`src/rtl/hpal_pkg.sv`:
```
package hpal_pkg;
   typedef enum logic {
      RES_NARROW = 1'b0,
      RES_FULL   = 1'b1
   } res_e;

   typedef enum int {
      FMT_READ = 0,
      FMT_DAC  = 1
   } fmt_kind_e;
endpackage

```
`src/rtl/hpal_sync.sv`:
```
module hpal_sync #(
   parameter int   STAGES    = 2,
   parameter logic RESET_VAL = 1'b1
) (
   input  logic clk,
   input  logic rst_n,
   input  logic async_i,
   output logic level_o,
   output logic rise_o,
   output logic fall_o
);
   localparam int CHAIN = STAGES + 1;

   logic [CHAIN-1:0] chain_q;

   if (STAGES < 2) begin : g_bad_depth
      $error("hpal_sync: STAGES must be at least 2");
   end

   always_ff @(posedge clk or negedge rst_n) begin
      if (!rst_n) chain_q[0] <= RESET_VAL;
      else        chain_q[0] <= async_i;
   end

   for (genvar s = 1; s < CHAIN; s++) begin : g_stage
      always_ff @(posedge clk or negedge rst_n) begin
         if (!rst_n) chain_q[s] <= RESET_VAL;
         else        chain_q[s] <= chain_q[s-1];
      end
   end

   assign level_o = chain_q[STAGES-1];
   assign rise_o  = chain_q[STAGES-1] & ~chain_q[STAGES];
   assign fall_o  = ~chain_q[STAGES-1] & chain_q[STAGES];
endmodule

```
`src/rtl/hpal_store.sv`:
```
module hpal_store #(
   parameter int DATA_W = 8,
   parameter int SEL_W  = 4
) (
   input  logic              clk,
   input  logic              rst_n,
   input  logic              wr_en,
   input  logic [SEL_W-1:0]  wr_sel,
   input  logic [DATA_W-1:0] wr_data,
   input  logic [SEL_W-1:0]  rd_sel,
   output logic [DATA_W-1:0] rd_val,
   input  logic [SEL_W-1:0]  dac_sel,
   output logic [DATA_W-1:0] dac_val
);
   localparam int DEPTH = 1 << SEL_W;

   logic [DATA_W-1:0] loc_q [DEPTH];

   if (DEPTH > 256) begin : g_bad_depth
      $error("hpal_store: select width too large");
   end

   for (genvar k = 0; k < DEPTH; k++) begin : g_loc
      always_ff @(posedge clk or negedge rst_n) begin
         if (!rst_n)
            loc_q[k] <= '0;
         else if (wr_en && (wr_sel == SEL_W'(k)))
            loc_q[k] <= wr_data;
      end
   end

   assign rd_val  = loc_q[rd_sel];
   assign dac_val = loc_q[dac_sel];
endmodule

```
`src/rtl/hpal_fmt.sv`:
```
module hpal_fmt
   import hpal_pkg::*;
#(
   parameter int        DATA_W   = 8,
   parameter int        NARROW_W = 6,
   parameter fmt_kind_e KIND     = FMT_READ
) (
   input  logic [DATA_W-1:0] val_i,
   input  res_e              res_i,
   output logic [DATA_W-1:0] val_o
);
   localparam int PAD_W = DATA_W - NARROW_W;

   if (NARROW_W >= DATA_W || NARROW_W < 1) begin : g_bad_width
      $error("hpal_fmt: NARROW_W must lie between 1 and DATA_W-1");
   end

   logic [DATA_W-1:0] narrow;

   if (KIND == FMT_READ) begin : g_read
      // readback: clear the bits above the narrow field
      assign narrow = {{PAD_W{1'b0}}, val_i[NARROW_W-1:0]};
   end else begin : g_dac
      // DAC side: left-justify, zero fill below
      assign narrow = {val_i[NARROW_W-1:0], {PAD_W{1'b0}}};
   end

   assign val_o = (res_i == RES_FULL) ? val_i : narrow;
endmodule

```
`src/rtl/hpal_host_port.sv`:
```
module hpal_host_port
   import hpal_pkg::*;
#(
   parameter int DATA_W      = 8,
   parameter int NARROW_W    = 6,
   parameter int SEL_W       = 4,
   parameter int SYNC_STAGES = 2
) (
   input  logic              clk,
   input  logic              rst_n,
   input  logic              rd_n,
   input  logic              wr_n,
   input  logic [SEL_W-1:0]  rsel,
   input  logic              res8_i,
   input  logic [DATA_W-1:0] data_i,
   output logic [DATA_W-1:0] data_o,
   output logic              data_oe,
   input  logic [SEL_W-1:0]  dac_sel,
   output logic [DATA_W-1:0] dac_o
);
   if (DATA_W < 2) begin : g_bad_data
      $error("hpal_host_port: DATA_W must be at least 2");
   end

   logic rd_lvl, rd_rise, rd_fall;
   logic wr_lvl, wr_rise, wr_fall;
   logic res_lvl, res_rise, res_fall;
   res_e res8_q;

   hpal_sync #(.STAGES(SYNC_STAGES), .RESET_VAL(1'b1)) u_rd_sync (
      .clk(clk), .rst_n(rst_n), .async_i(rd_n),
      .level_o(rd_lvl), .rise_o(rd_rise), .fall_o(rd_fall));

   hpal_sync #(.STAGES(SYNC_STAGES), .RESET_VAL(1'b1)) u_wr_sync (
      .clk(clk), .rst_n(rst_n), .async_i(wr_n),
      .level_o(wr_lvl), .rise_o(wr_rise), .fall_o(wr_fall));

   hpal_sync #(.STAGES(SYNC_STAGES), .RESET_VAL(1'b1)) u_res_sync (
      .clk(clk), .rst_n(rst_n), .async_i(res8_i),
      .level_o(res_lvl), .rise_o(res_rise), .fall_o(res_fall));

   assign res8_q = res_e'(res_lvl);

   logic [DATA_W-1:0] store_rd, store_dac;
   logic [DATA_W-1:0] fmt_rd, fmt_dac;
   logic [DATA_W-1:0] rd_data;

   hpal_store #(.DATA_W(DATA_W), .SEL_W(SEL_W)) u_store (
      .clk(clk), .rst_n(rst_n),
      .wr_en(wr_rise), .wr_sel(rsel), .wr_data(data_i),
      .rd_sel(rsel), .rd_val(store_rd),
      .dac_sel(dac_sel), .dac_val(store_dac));

   hpal_fmt #(.DATA_W(DATA_W), .NARROW_W(NARROW_W), .KIND(FMT_READ)) u_fmt_rd (
      .val_i(store_rd), .res_i(res8_q), .val_o(fmt_rd));

   hpal_fmt #(.DATA_W(DATA_W), .NARROW_W(NARROW_W), .KIND(FMT_DAC)) u_fmt_dac (
      .val_i(store_dac), .res_i(res8_q), .val_o(fmt_dac));

   // read register: a write in progress wins and forces zero
   always_ff @(posedge clk or negedge rst_n) begin
      if (!rst_n)
         rd_data <= '0;
      else if (rd_fall)
         rd_data <= wr_lvl ? fmt_rd : '0;
   end

   always_ff @(posedge clk or negedge rst_n) begin
      if (!rst_n) dac_o <= '0;
      else        dac_o <= fmt_dac;
   end

   assign data_oe = ~rd_lvl & wr_lvl;
   assign data_o  = data_oe ? rd_data : '0;
endmodule

```
`config.mk`:
```
export PLATFORM = sky130hd
export DESIGN_NAME = hpal_host_port
export DESIGN_NICKNAME = d
export VERILOG_FILES = /design/src/rtl/hpal_pkg.sv /design/src/rtl/hpal_sync.sv /design/src/rtl/hpal_store.sv /design/src/rtl/hpal_fmt.sv /design/src/rtl/hpal_host_port.sv
export SDC_FILE = /design/constraint.sdc
export NUM_CORES = 1
export LEC_CHECK = 0
export ABC_AREA = 1
export BUFFER_PORTS_ARGS = -buffer_cell sky130_fd_sc_hd__clkbuf_2
export CAP_MARGIN = 20
export CORE_UTILIZATION = 40
export DETAILED_ROUTE_END_ITERATION = 12
export GPL_ROUTABILITY_DRIVEN = 0
export PLACE_DENSITY = 0.56
export SLEW_MARGIN = 20
export SYNTH_ARGS = -nofsm -noshare
export SYNTH_HDL_FRONTEND = slang
export SYNTH_HIERARCHICAL = 1
export SYNTH_SLANG_ARGS = --single-unit
```
`constraint.sdc`:
```
create_clock -name clk -period 2.4 [get_ports clk]
set_input_delay 0.12 -clock clk [delete_from_list [all_inputs] [get_ports clk]]
set_output_delay 0.12 -clock clk [all_outputs]
set_load 0.05 [all_outputs]
```
==> results.txt, run 1 <==
CTS root buf: clkbuf_16
Min Tclk post-route: 1.846 ns
I/O Buffers: 37
Layout cells sized above 1: 9.649%
Cell Rows: 53
Total GRT Usage: 25.34%
Die Width: 148.1 um
Setup WS post-layout: 0.5538 ns
Cells after Synth: 1234
Top Ports: 38
# Post-CTS Setup Buffers: 0
Worst Path Max Fanout: 16
Post_cts resized: 0
Violated checks: design-rule violations
Status: complete, but fails checks
Clock-pin slew on the worst setup and hold paths: 0.06 ns
Critical path startpoint category: flop
Core area: 20960 sq um
Max layer used: met4
Ys Warns: 6
Setup WS pre-CTS: 0.5894 ns
Total number of vias: 7873
Total die area: 21930 sq um
Vias in the first global route: 7158
CP endpoint kind: flop
Routed len/inst: 17.53 um
Max cap viols: 0
DR pass1 iterations: 9
Die Span Y: 148.1 um
Clock Latency Late Sink: 0.43 ns
Worst EP arrival: 2.10 ns
WL met3: 1777 um
Max-Slew Margin vs Limit: 43.74%
Drt via density: 5.149
Num Clock Sinks: 152
Critical path type: reg2reg
Worst Path Buf+Inv: 3
TritonCTS clock tree: yes
Synth Cell Area: 8537 sq um
Final max-slew violation count: 0
Leakage power: 4.937 nW
Flop2flop setup slack: 0.55 ns
Layout net count: 1262
Routed wire length: 26810 um
Hold_ws: 0.008531 ns
CP max stage delay: 0.53 ns
Drc violations: 1
Gr ovfl total: 0
Ant diodes: 0
HP Class: in2reg
Worst Tran Pin Value: 0.8430 ns
Fin. Hold Viols: 0
Pwr/cell area: 782.4 nW/um^2
First-pass GRT wire length: 41770 um
Layout Utilization: 45.39%
WL met2: 11270 um
RSZ-0062 raised after global routing: no
Initial DRC count: 850
H-tree Lvls: 4
Fin Setup TNS: 0 ns
Final setup violation count: 0
Initial antenna violation count: 0
Crit-path slowest cell: dfstp_2
Routed Antenna Nets: 0
Placed cell count: 1487
Data required, critical path: 2.66 ns
Post-Syn Nets: 1255
Crit share post-route: 76.92%
Largest net degree at the start of global routing: 70
DP HPWL: 18080 um
Worst-path cell chain: inv_1, nor2_1, buf_4, inv_1, nor3_4, nand2_1, nand2_1, o21ai_0
Max Buffers Root-to-Sink: 2
Non-filler instance count after layout: 1529
Mapped Avg Cell Area: 6.918 sq um
Worst Skew: 0.01109 ns
Max Clk Rate: 541.7 MHz
Hold-fix buffers, CTS: 10
CP top delay family: simple AND/OR/NAND/NOR gates
Peak supply drop: 0.0004185 V
Effective utilization at floorplan: 40.74%
Num CTS Buffers: 17
P&R area growth vs syn: 11.42%
Met1 Wirelength: 12860 um
[metrics by stage]
stage | power [W] | area, sq um
2_1_floorplan | 0.004434 | 8537
3_3_place_gp | 0.004914 | 8872
3_5_place_dp | 0.004948 | 8872
4_1_cts | 0.007484 | 9512
5_1_grt | 0.007886 | 9512
6_report | 0.007442 | 9512
[state kept, by name (all words and copies together) (netlist names)]
| register | cells |
|---|---|
| u_store/loc_q | 128 |
| u_rd_sync/chain_q | 2 |
| u_res_sync/level_o | 1 |
| u_wr_sync/chain_q | 2 |
| u_res_sync/chain_q | 1 |
| u_rd_sync/level_o | 1 |
| rd_data | 8 |
| u_wr_sync/level_o | 1 |
| dac_o | 8 |
[worst paths after layout]
check                                     start                 to  cells after the start
max in group asynchronous                 rst_n  u_wr_sync/level_o                      3
hold / removal                        data_i[0]  u_store/loc_q[80]                      3
setup reg to reg              u_wr_sync/level_o  u_store/loc_q[12]                      8
min in group asynchronous                 rst_n  u_store/loc_q[51]                      2
hold reg to reg            u_rd_sync/chain_q[0]  u_rd_sync/level_o                      0
setup / recovery              u_wr_sync/level_o  u_store/loc_q[12]                      8
[metal layers]
layer	up-vias	global-route usage, %
li1	3874	-
met1	3639	37.38
met2	323	36.83
met3	37	3.374
met4	0	11.29
met5	-	0
[worst register-to-register path: cells and delay by family, from the launching register on]
family,cells,cell delay (ns)
simple gates,4,0.76
flops,1,0.53
compound gates,1,0.10
buf+inv,3,0.28
[layout by cell type (no fill, tap or decap)]
cell,n
nand2_1,448
nand3_1,235
inv_1,160
dfrtp_1,144
o21ai_0,126
clkbuf_2,36
buf_4,19
clkbuf_16,17
dlygate4sd3_1,10
nor2_2,9
dfstp_2,8
clkinv_2,5
inv_2,5
nor2_1,5
clkinv_4,4
buf_12,4
inv_6,3
clkinvlp_4,2
nor3_4,2
nand3_2,2
o21ai_1,2
nand2_8,1
nor2_4,1
inv_4,1
clkbuf_8,1
clkbuf_1,1
buf_6,1
and3_1,1
nand4_1,1
[area by class of cell]
cell class / instances / area, sq um
repair buffers: 70 / 514.2
well taps: 275 / 344.1
clock buffers: 19 / 442.9
flip-flops and latches: 152 / 3814
multi-input cells: 833 / 3670
fillers: 2197 / 11440
clock inverters: 13 / 96.34
inverters: 167 / 630.6
[power by group]
group	leakage (nW)	switching, W	internal (W)
logic	2.76	0.00117	0.000536
registers	1.91	0.000215	0.00302
clock network	0.264	0.00114	0.00136
Power figures use the tool's default switching activity.
==> run 2: changes to the inputs <==
--- a/config.mk
+++ b/config.mk
@@ -5,7 +5,7 @@
 export SDC_FILE = /design/constraint.sdc
 export NUM_CORES = 1
 export LEC_CHECK = 0
-export ABC_AREA = 1
+export ABC_AREA = 0
 export BUFFER_PORTS_ARGS = -buffer_cell sky130_fd_sc_hd__clkbuf_2
 export CAP_MARGIN = 20
 export CORE_UTILIZATION = 40
==> constraint.sdc (replaced) <==
create_clock -name clk -period 1.85 [get_ports clk]
set_input_delay 0.0925 -clock clk [delete_from_list [all_inputs] [get_ports clk]]
set_output_delay 0.0925 -clock clk [all_outputs]
set_load 0.05 [all_outputs]
==> run 2 against run 1 <==
  * The run now ends clean
  * Cell area down 0.11%
  * Critical path depth down 3
  * Total power up 35%
  * Combinational power up 20%
  * Global-route usage down 4.4 points
  * Clock-buffer cell count up 5
  * Area after synthesis down 8.5%
  * Clock skew down 0.0029 ns
  * Sequential share of layout area about the same
  * Core utilization up 4.7 points
  * Clock power up 45%
  * Die area down 8.4%
==> results.txt, run 2 <==
Effective utilization at floorplan: 41.22% (was 40.74%)
Reg2reg end: u_store/loc_q[26] (was u_store/loc_q[12])
Max Buffers Root-to-Sink: 2 (unchanged)
Max Clk Rate: 545.0 MHz (was 541.7 MHz)
Core area: 18960 sq um (was 20960 sq um)
Met1 Wirelength: 8562 um (was 12860 um)
Worst-path cell chain: nor2b_4, nand3_2, or3_4, buf_12, mux2_4 (was inv_1, nor2_1, buf_4, inv_1, nor3_4, nand2_1, nand2_1, o21ai_0)
DP HPWL: 13490 um (was 18080 um)
Reg2reg path depth: 5 (was 8)
DR pass1 iterations: 4 (was 9)
Leakage power: 4.201 nW (was 4.937 nW)
Routed Antenna Nets: 0 (unchanged)
Data required, critical path: 2.15 ns (was 2.66 ns)
Worst Path Max Fanout: 8 (was 16)
Ys Warns: 6 (unchanged)
Regs by FF count: u_store/loc_q (128), dac_o (8), rd_data (8) (unchanged)
Total number of vias: 4739 (was 7873)
# Post-CTS Setup Buffers: 0 (unchanged)
Die Width: 141.8 um (was 148.1 um)
WL met2: 9602 um (was 11270 um)
First-pass GRT wire length: 30540 um (was 41770 um)
Synth Cell Area: 7814 sq um (was 8537 sq um)
Num CTS Buffers: 17 (unchanged)
Flop2flop setup slack: 0.02 ns (was 0.55 ns)
Fin. Hold Viols: 0 (unchanged)
Mapped Avg Cell Area: 15.23 sq um (was 6.918 sq um)
Routed len/inst: 22.71 um (was 17.53 um)
Commonest non-fill, non-tap cell in the layout: dfrtp_1 (was nand2_1)
CP startpoint: u_wr_sync/level_o (unchanged)
RSZ-0062 raised after global routing: yes (was no)
Critical path startpoint category: flop (unchanged)
Clock Latency Late Sink: 0.42 ns (was 0.43 ns)
Gr ovfl total: 0 (unchanged)
Setup WS post-layout: 0.01517 ns (was 0.5538 ns)
Peak supply drop: 0.0005621 V (was 0.0004185 V)
Vias in the first global route: 5094 (was 7158)
Max layer used: met4 (unchanged)
Die Span Y: 141.8 um (was 148.1 um)
CTS root buf: clkbuf_16 (unchanged)
Post-Syn Nets: 534 (was 1255)
Ant diodes: 0 (unchanged)
Num Clock Sinks: 152 (unchanged)
Worst Skew: 0.008177 ns (was 0.01109 ns)
H-tree Lvls: 4 (unchanged)
CP max stage delay: 0.53 ns (about the same)
Cell Rows: 50 (was 53)
Layout cells sized above 1: 58.28% (was 9.649%)
HP Class: in2reg (unchanged)
TritonCTS clock tree: yes (unchanged)
WL met3: 820 um (was 1777 um)
Crit share post-route: 99.18% (was 76.92%)
Min Tclk post-route: 1.835 ns (was 1.846 ns)
Total die area: 20100 sq um (was 21930 sq um)
Status: complete, no violations (was complete, but fails checks)
Most used cells in the layout excluding fill and tap cells: dfrtp_1, mux2_2, mux4_2 (was nand2_1, nand3_1, inv_1)
P&R area growth vs syn: 21.60% (was 11.42%)
R2r startpoint: u_wr_sync/level_o (unchanged)
Largest net degree at the start of global routing: 48 (was 70)
Pwr/cell area: 1061 nW/um^2 (was 782.4 nW/um^2)
Critical path type: reg2reg (unchanged)
Max-Slew Margin vs Limit: 35.99% (was 43.74%)
Initial antenna violation count: 0 (unchanged)
Top Ports: 38 (unchanged)
Layout Utilization: 50.13% (was 45.39%)
Clock-pin slew on the worst setup and hold paths: 0.06 ns (about the same)
Layout net count: 601 (was 1262)
Drt via density: 5.562 (was 5.149)
I/O Buffers: 37 (unchanged)
Setup WS pre-CTS: -0.1475 ns (was 0.5894 ns)
Largest Register: u_store/loc_q (unchanged)
CP endpoint kind: flop (unchanged)
Routed wire length: 19350 um (was 26810 um)
Worst EP arrival: 2.14 ns (was 2.10 ns)
Worst Tran Pin Value: 0.9582 ns (was 0.8430 ns)
Final setup violation count: 0 (unchanged)
Total GRT Usage: 20.93% (was 25.34%)
Max reg flops: 128 (unchanged)
Final max-slew violation count: 0 (unchanged)
Max cap viols: 0 (unchanged)
Drc violations: 0 (was 1)
Crit-path slowest cell: dfstp_2 (unchanged)
Cells after Synth: 513 (was 1234)
Initial DRC count: 247 (was 850)
Crit path to: u_store/loc_q[26] (was u_store/loc_q[12])
run 2: report_power, final:
part / switching (W) / internal, W / leakage [nW]
logic: 0.000852 / 0.00120 / 1.95
registers: 0.000458 / 0.00394 / 1.94
clock network: 0.00130 / 0.00233 / 0.312
run 2: metal layers:
metal,up-vias,GRT usage [%]
li1,2079,-
met1,2523,27.34
met2,112,34.22
met3,25,5.062
met4,0,7.018
met5,-,0
run 2: worst min path at each step:
stage / start / cells after the start / endpoint
global route: data_i[7] / 2 / u_store/loc_q[31]
global placement: rst_n / 1 / u_store/loc_q[121]
detailed placement: rst_n / 1 / u_store/loc_q[123]
finish: data_i[7] / 2 / u_store/loc_q[71]
CTS: data_i[7] / 2 / u_store/loc_q[31]
floorplan: rst_n / 0 / dac_o[0]
run 2: worst max-delay path, delay by kind of cell, from the launching register on:
| kind | cells | cell delay (ns) |
|---|---|---|
| simple gates | 3 | 0.72 |
| flops | 1 | 0.53 |
| mux | 1 | 0.31 |
| buf+inv | 1 | 0.16 |
run 2: final cells by class:
cell class | instances | area, sq um
fillers | 1600 | 9454
flip-flops and latches | 152 | 3814
multi-input cells | 310 | 3810
repair buffers | 91 | 897.1
clock buffers | 24 | 511.7
well taps | 260 | 325.3
clock inverters | 7 | 113.9
inverters | 8 | 30.03
run 2: timing repair:
| item | 4_1_cts | 5_1_grt |
|---|---|---|
| hold buffers | 4 | 0 |
| pin swaps | 2 | 1 |
| hold endpoints to repair | 50 | 0 |
| resized for setup | 13 | 36 |
| setup endpoints to repair | 94 | 62 |
| gates cloned | 1 | 0 |
run 2: stage by stage:
| step | total power [W] | setup TNS, ns | cell area (sq um) | hold slack [ns] | std cells |
|---|---|---|---|---|---|
| 5_1_grt | 0.01053 | -0.3551 | 9502 | 0.1918 | 852 |
| 3_3_place_gp | 0.006361 | -2.731 | 8666 | 0.06284 | 816 |
| 4_1_cts | 0.01012 | 0 | 9384 | 0.1542 | 852 |
| 2_1_floorplan | 0.005822 | 0 | 7816 | -0.2031 | 513 |
| 6_report | 0.01008 | 0 | 9502 | 0.1767 | 852 |
| 3_5_place_dp | 0.006444 | -4.323 | 8666 | 0.06684 | 816 |
==> run 3: changes to the inputs <==
--- a/config.mk
+++ b/config.mk
@@ -8,9 +8,9 @@
 export ABC_AREA = 0
 export BUFFER_PORTS_ARGS = -buffer_cell sky130_fd_sc_hd__clkbuf_2
 export CAP_MARGIN = 20
+export CORE_MARGIN = 3
 export CORE_UTILIZATION = 40
 export DETAILED_ROUTE_END_ITERATION = 12
-export GPL_ROUTABILITY_DRIVEN = 0
 export PLACE_DENSITY = 0.56
 export SLEW_MARGIN = 20
 export SYNTH_ARGS = -nofsm -noshare
==> constraint.sdc (replaced) <==
create_clock -name clk -period 1.85 [get_ports clk]
set_input_delay 0.2775 -clock clk [delete_from_list [all_inputs] [get_ports clk]]
set_output_delay 0.2775 -clock clk [all_outputs]
set_load 0.05 [all_outputs]
==> run 3 against run 2 <==
  * The flow now finishes with violations (negative setup slack)
  * Via count up 0.36%
  * Clock power rose by 1%
  * Clock-buffer cell count is the same
  * Largest power group unchanged
==> results.txt, run 3 (synthesized netlist as in run 2, its figures left out) <==
Drc violations: 0 (unchanged)
Logic pwr share: 21.3% (was 20.3%)
Max cap viols: 0 (unchanged)
Violated checks: negative setup slack
DR pass1 iterations: 4 (unchanged)
HP Class: in2async (was in2reg)
Worst Skew: 0.007476 ns (was 0.008177 ns)
Regs by FF count: u_store/loc_q (128), dac_o (8), rd_data (8) (unchanged)
RSZ-0062 raised after global routing: yes (unchanged)
TritonCTS clock tree: yes (unchanged)
Clk pwr share: 35.8% (was 36.0%)
DP HPWL: 14250 um (was 13490 um)
Die Span Y: 145.8 um (was 141.8 um)
Most used cells in the layout excluding fill and tap cells: dfrtp_1, mux2_2, mux4_2 (unchanged)
Non-filler instance count after layout: 865 (was 852)
Max Buffers Root-to-Sink: 2 (unchanged)
Vias in the first global route: 5301 (was 5094)
CTS root buf: clkbuf_16 (unchanged)
Max Clk Rate: 535.1 MHz (was 545.0 MHz)
Reg area: 3814 sq um (unchanged)
Design area: 9849 sq um (was 9502 sq um)
Die Width: 145.8 um (was 141.8 um)
Critical path type: reg2reg (unchanged)
Clock-pin slew on the worst setup and hold paths: 0.06 ns (about the same)
Placed cell count: 826 (was 816)
Multi-input gate area: 3969 sq um (was 3810 sq um)
Pwr/cell area: 1042 nW/um^2 (was 1061 nW/um^2)
Layout net count: 613 (was 601)
Ant diodes: 0 (unchanged)
CP endpoint kind: flop (unchanged)
P&R area growth vs syn: 26.05% (was 21.60%)
Switching pwr: 0.002668 W (was 0.002611 W)
Clock Latency Late Sink: 0.42 ns (about the same)
Initial DRC count: 250 (was 247)
Total number of vias: 4756 (was 4739)
Routed len/inst: 23.19 um (was 22.71 um)
H-tree Lvls: 4 (unchanged)
Max reg flops: 128 (unchanged)
Fin. Hold Viols: 0 (unchanged)
Cell Rows: 50 (unchanged)
Status: complete, but fails checks (was complete, no violations)
Largest net degree at the start of global routing: 71 (was 48)
Num CTS Buffers: 17 (unchanged)
Total GRT Usage: 19.44% (was 20.93%)
Gp weighted congestion: 0.8080
Final setup violation count: 6 (was 0)
Gr ovfl total: 0 (unchanged)
Data required, critical path: 2.16 ns (was 2.15 ns)
Layout cells sized above 1: 60.33% (was 58.28%)
Commonest non-fill, non-tap cell in the layout: dfrtp_1 (unchanged)
Worst Path Max Fanout: 5 (was 8)
Largest Register: u_store/loc_q (unchanged)
FILL cells: 1537 (was 1600)
Effective utilization at floorplan: 41.22% (unchanged)
Routed wire length: 20060 um (was 19350 um)
Leakage power: 4.372 nW (was 4.201 nW)
Placed Area: 8741 sq um (was 8666 sq um)
Drt via density: 5.498 (was 5.562)
Crit share post-route: 101.0% (was 99.18%)
Internal power: 0.007599 W (was 0.007466 W)
Top Ports: 38 (unchanged)
Total die area: 21250 sq um (was 20100 sq um)
Fin Setup TNS: -0.06716 ns (was 0 ns)
Tot Pwr: 0.01027 W (was 0.01008 W)
Num Clock Sinks: 152 (unchanged)
Setup WS post-layout: -0.01882 ns (was 0.01517 ns)
Min Tclk post-route: 1.869 ns (was 1.835 ns)
Peak supply drop: 0.0005514 V (was 0.0005621 V)
Net Sw Frac: 25.98% (was 25.91%)
Routed Antenna Nets: 0 (unchanged)
Flop pwr share: 42.9% (was 43.7%)
Core area: 18960 sq um (unchanged)
Worst EP arrival: 2.18 ns (was 2.14 ns)
I/O Buffers: 37 (unchanged)
First-pass GRT wire length: 31390 um (was 30540 um)
Max-Slew Margin vs Limit: 40.64% (was 35.99%)
Final max-slew violation count: 0 (unchanged)
Initial antenna violation count: 0 (unchanged)
Critical path startpoint category: flop (unchanged)
Worst Tran Pin Value: 0.8885 ns (was 0.9582 ns)
run 3: changes by cell type in the layout (fill, tap and decap cells not counted), moves of 3 or more:
cell	change
mux2_4	+25
and2_4	+8
and2_1	-8
nor2_4	+4
buf_8	+9
mux2_2	-25
buf_6	+13
clkbuf_1	+3
clkbuf_8	-4
nor2_2	-4
buf_4	-8
run 3: through the flow:
stage / hold slack (ns) / worst slack (ns) / util (%)
finish: 0.2234 / -0.01882 / 51.96
global route: 0.2066 / -0.06709 / 51.96
CTS: 0.2117 / -0.03909 / 50.39
detailed placement: 0.08323 / -0.1897 / 46.11
global placement: 0.08392 / -0.1807 / 46.11
floorplan: -0.01809 / 0.04987 / -
run 3: per-layer routing:
metal | routed length (um) | track usage (%) | part of all wire, %
met3 | 840 | 4.453 | 4.2
met2 | 9715 | 31.15 | 48
met4 | 333 | 6.315 | 1.7
met1 | 9174 | 26.41 | 46
met5 | 0 | 0 | 0
run 3: area by class of cell:
type / count / share of cell area [%]
flip-flops and latches: 152 / 38.72
clock buffers: 24 / 4.891
repair buffers: 103 / 11.04
well taps: 260 / 3.303
multi-input cells: 310 / 40.29
inverters: 8 / 0.3049
clock inverters: 8 / 1.448
run 3: final timing paths:
path / start / to / slack [ns] / depth (start not counted)
worst max-delay path: u_wr_sync/level_o / u_store/loc_q[28] / -0.02 / 6
worst min register to register: u_res_sync/chain_q[0] / u_res_sync/level_o / 0.36 / 0
max in group asynchronous: rst_n / u_store/loc_q[77] / 1.03 / 3
min in group clk: u_res_sync/chain_q[0] / u_res_sync/level_o / 0.36 / 0
worst min-delay path: rst_n / u_store/loc_q[127] / 0.22 / 2
worst max register to register: u_wr_sync/level_o / u_store/loc_q[28] / -0.02 / 6
run 3: what timing repair did:
| item | in CTS | in global routing |
|---|---|---|
| pin swaps | 0 | 12 |
| endpoints found under the hold margin | 147 | 0 |
| hold buffers | 4 | 0 |
| endpoints found under the setup margin | 38 | 127 |
| buffers inserted | 2 | 1 |
| gates resized for setup | 28 | 87 |
| cloned | 1 | 0 |
run 3: power by group through the flow:
stage                     sequential (W)  clock [W]  combinational (W)
final                            0.00440    0.00368            0.00218
after global routing             0.00448    0.00393            0.00233
after CTS                        0.00439    0.00376            0.00207
after detailed placement         0.00444          0            0.00204
after global placement           0.00441          0            0.00199
after floorplan                  0.00439          0            0.00143
run 3: worst max-delay path, cell delays in order (launching register included):
cell and delay, ns:
dfstp_2 0.55, nor2b_4 0.16, buf_12 0.13, nand3_4 0.08
or3_4 0.37, buf_6 0.16, mux2_4 0.30
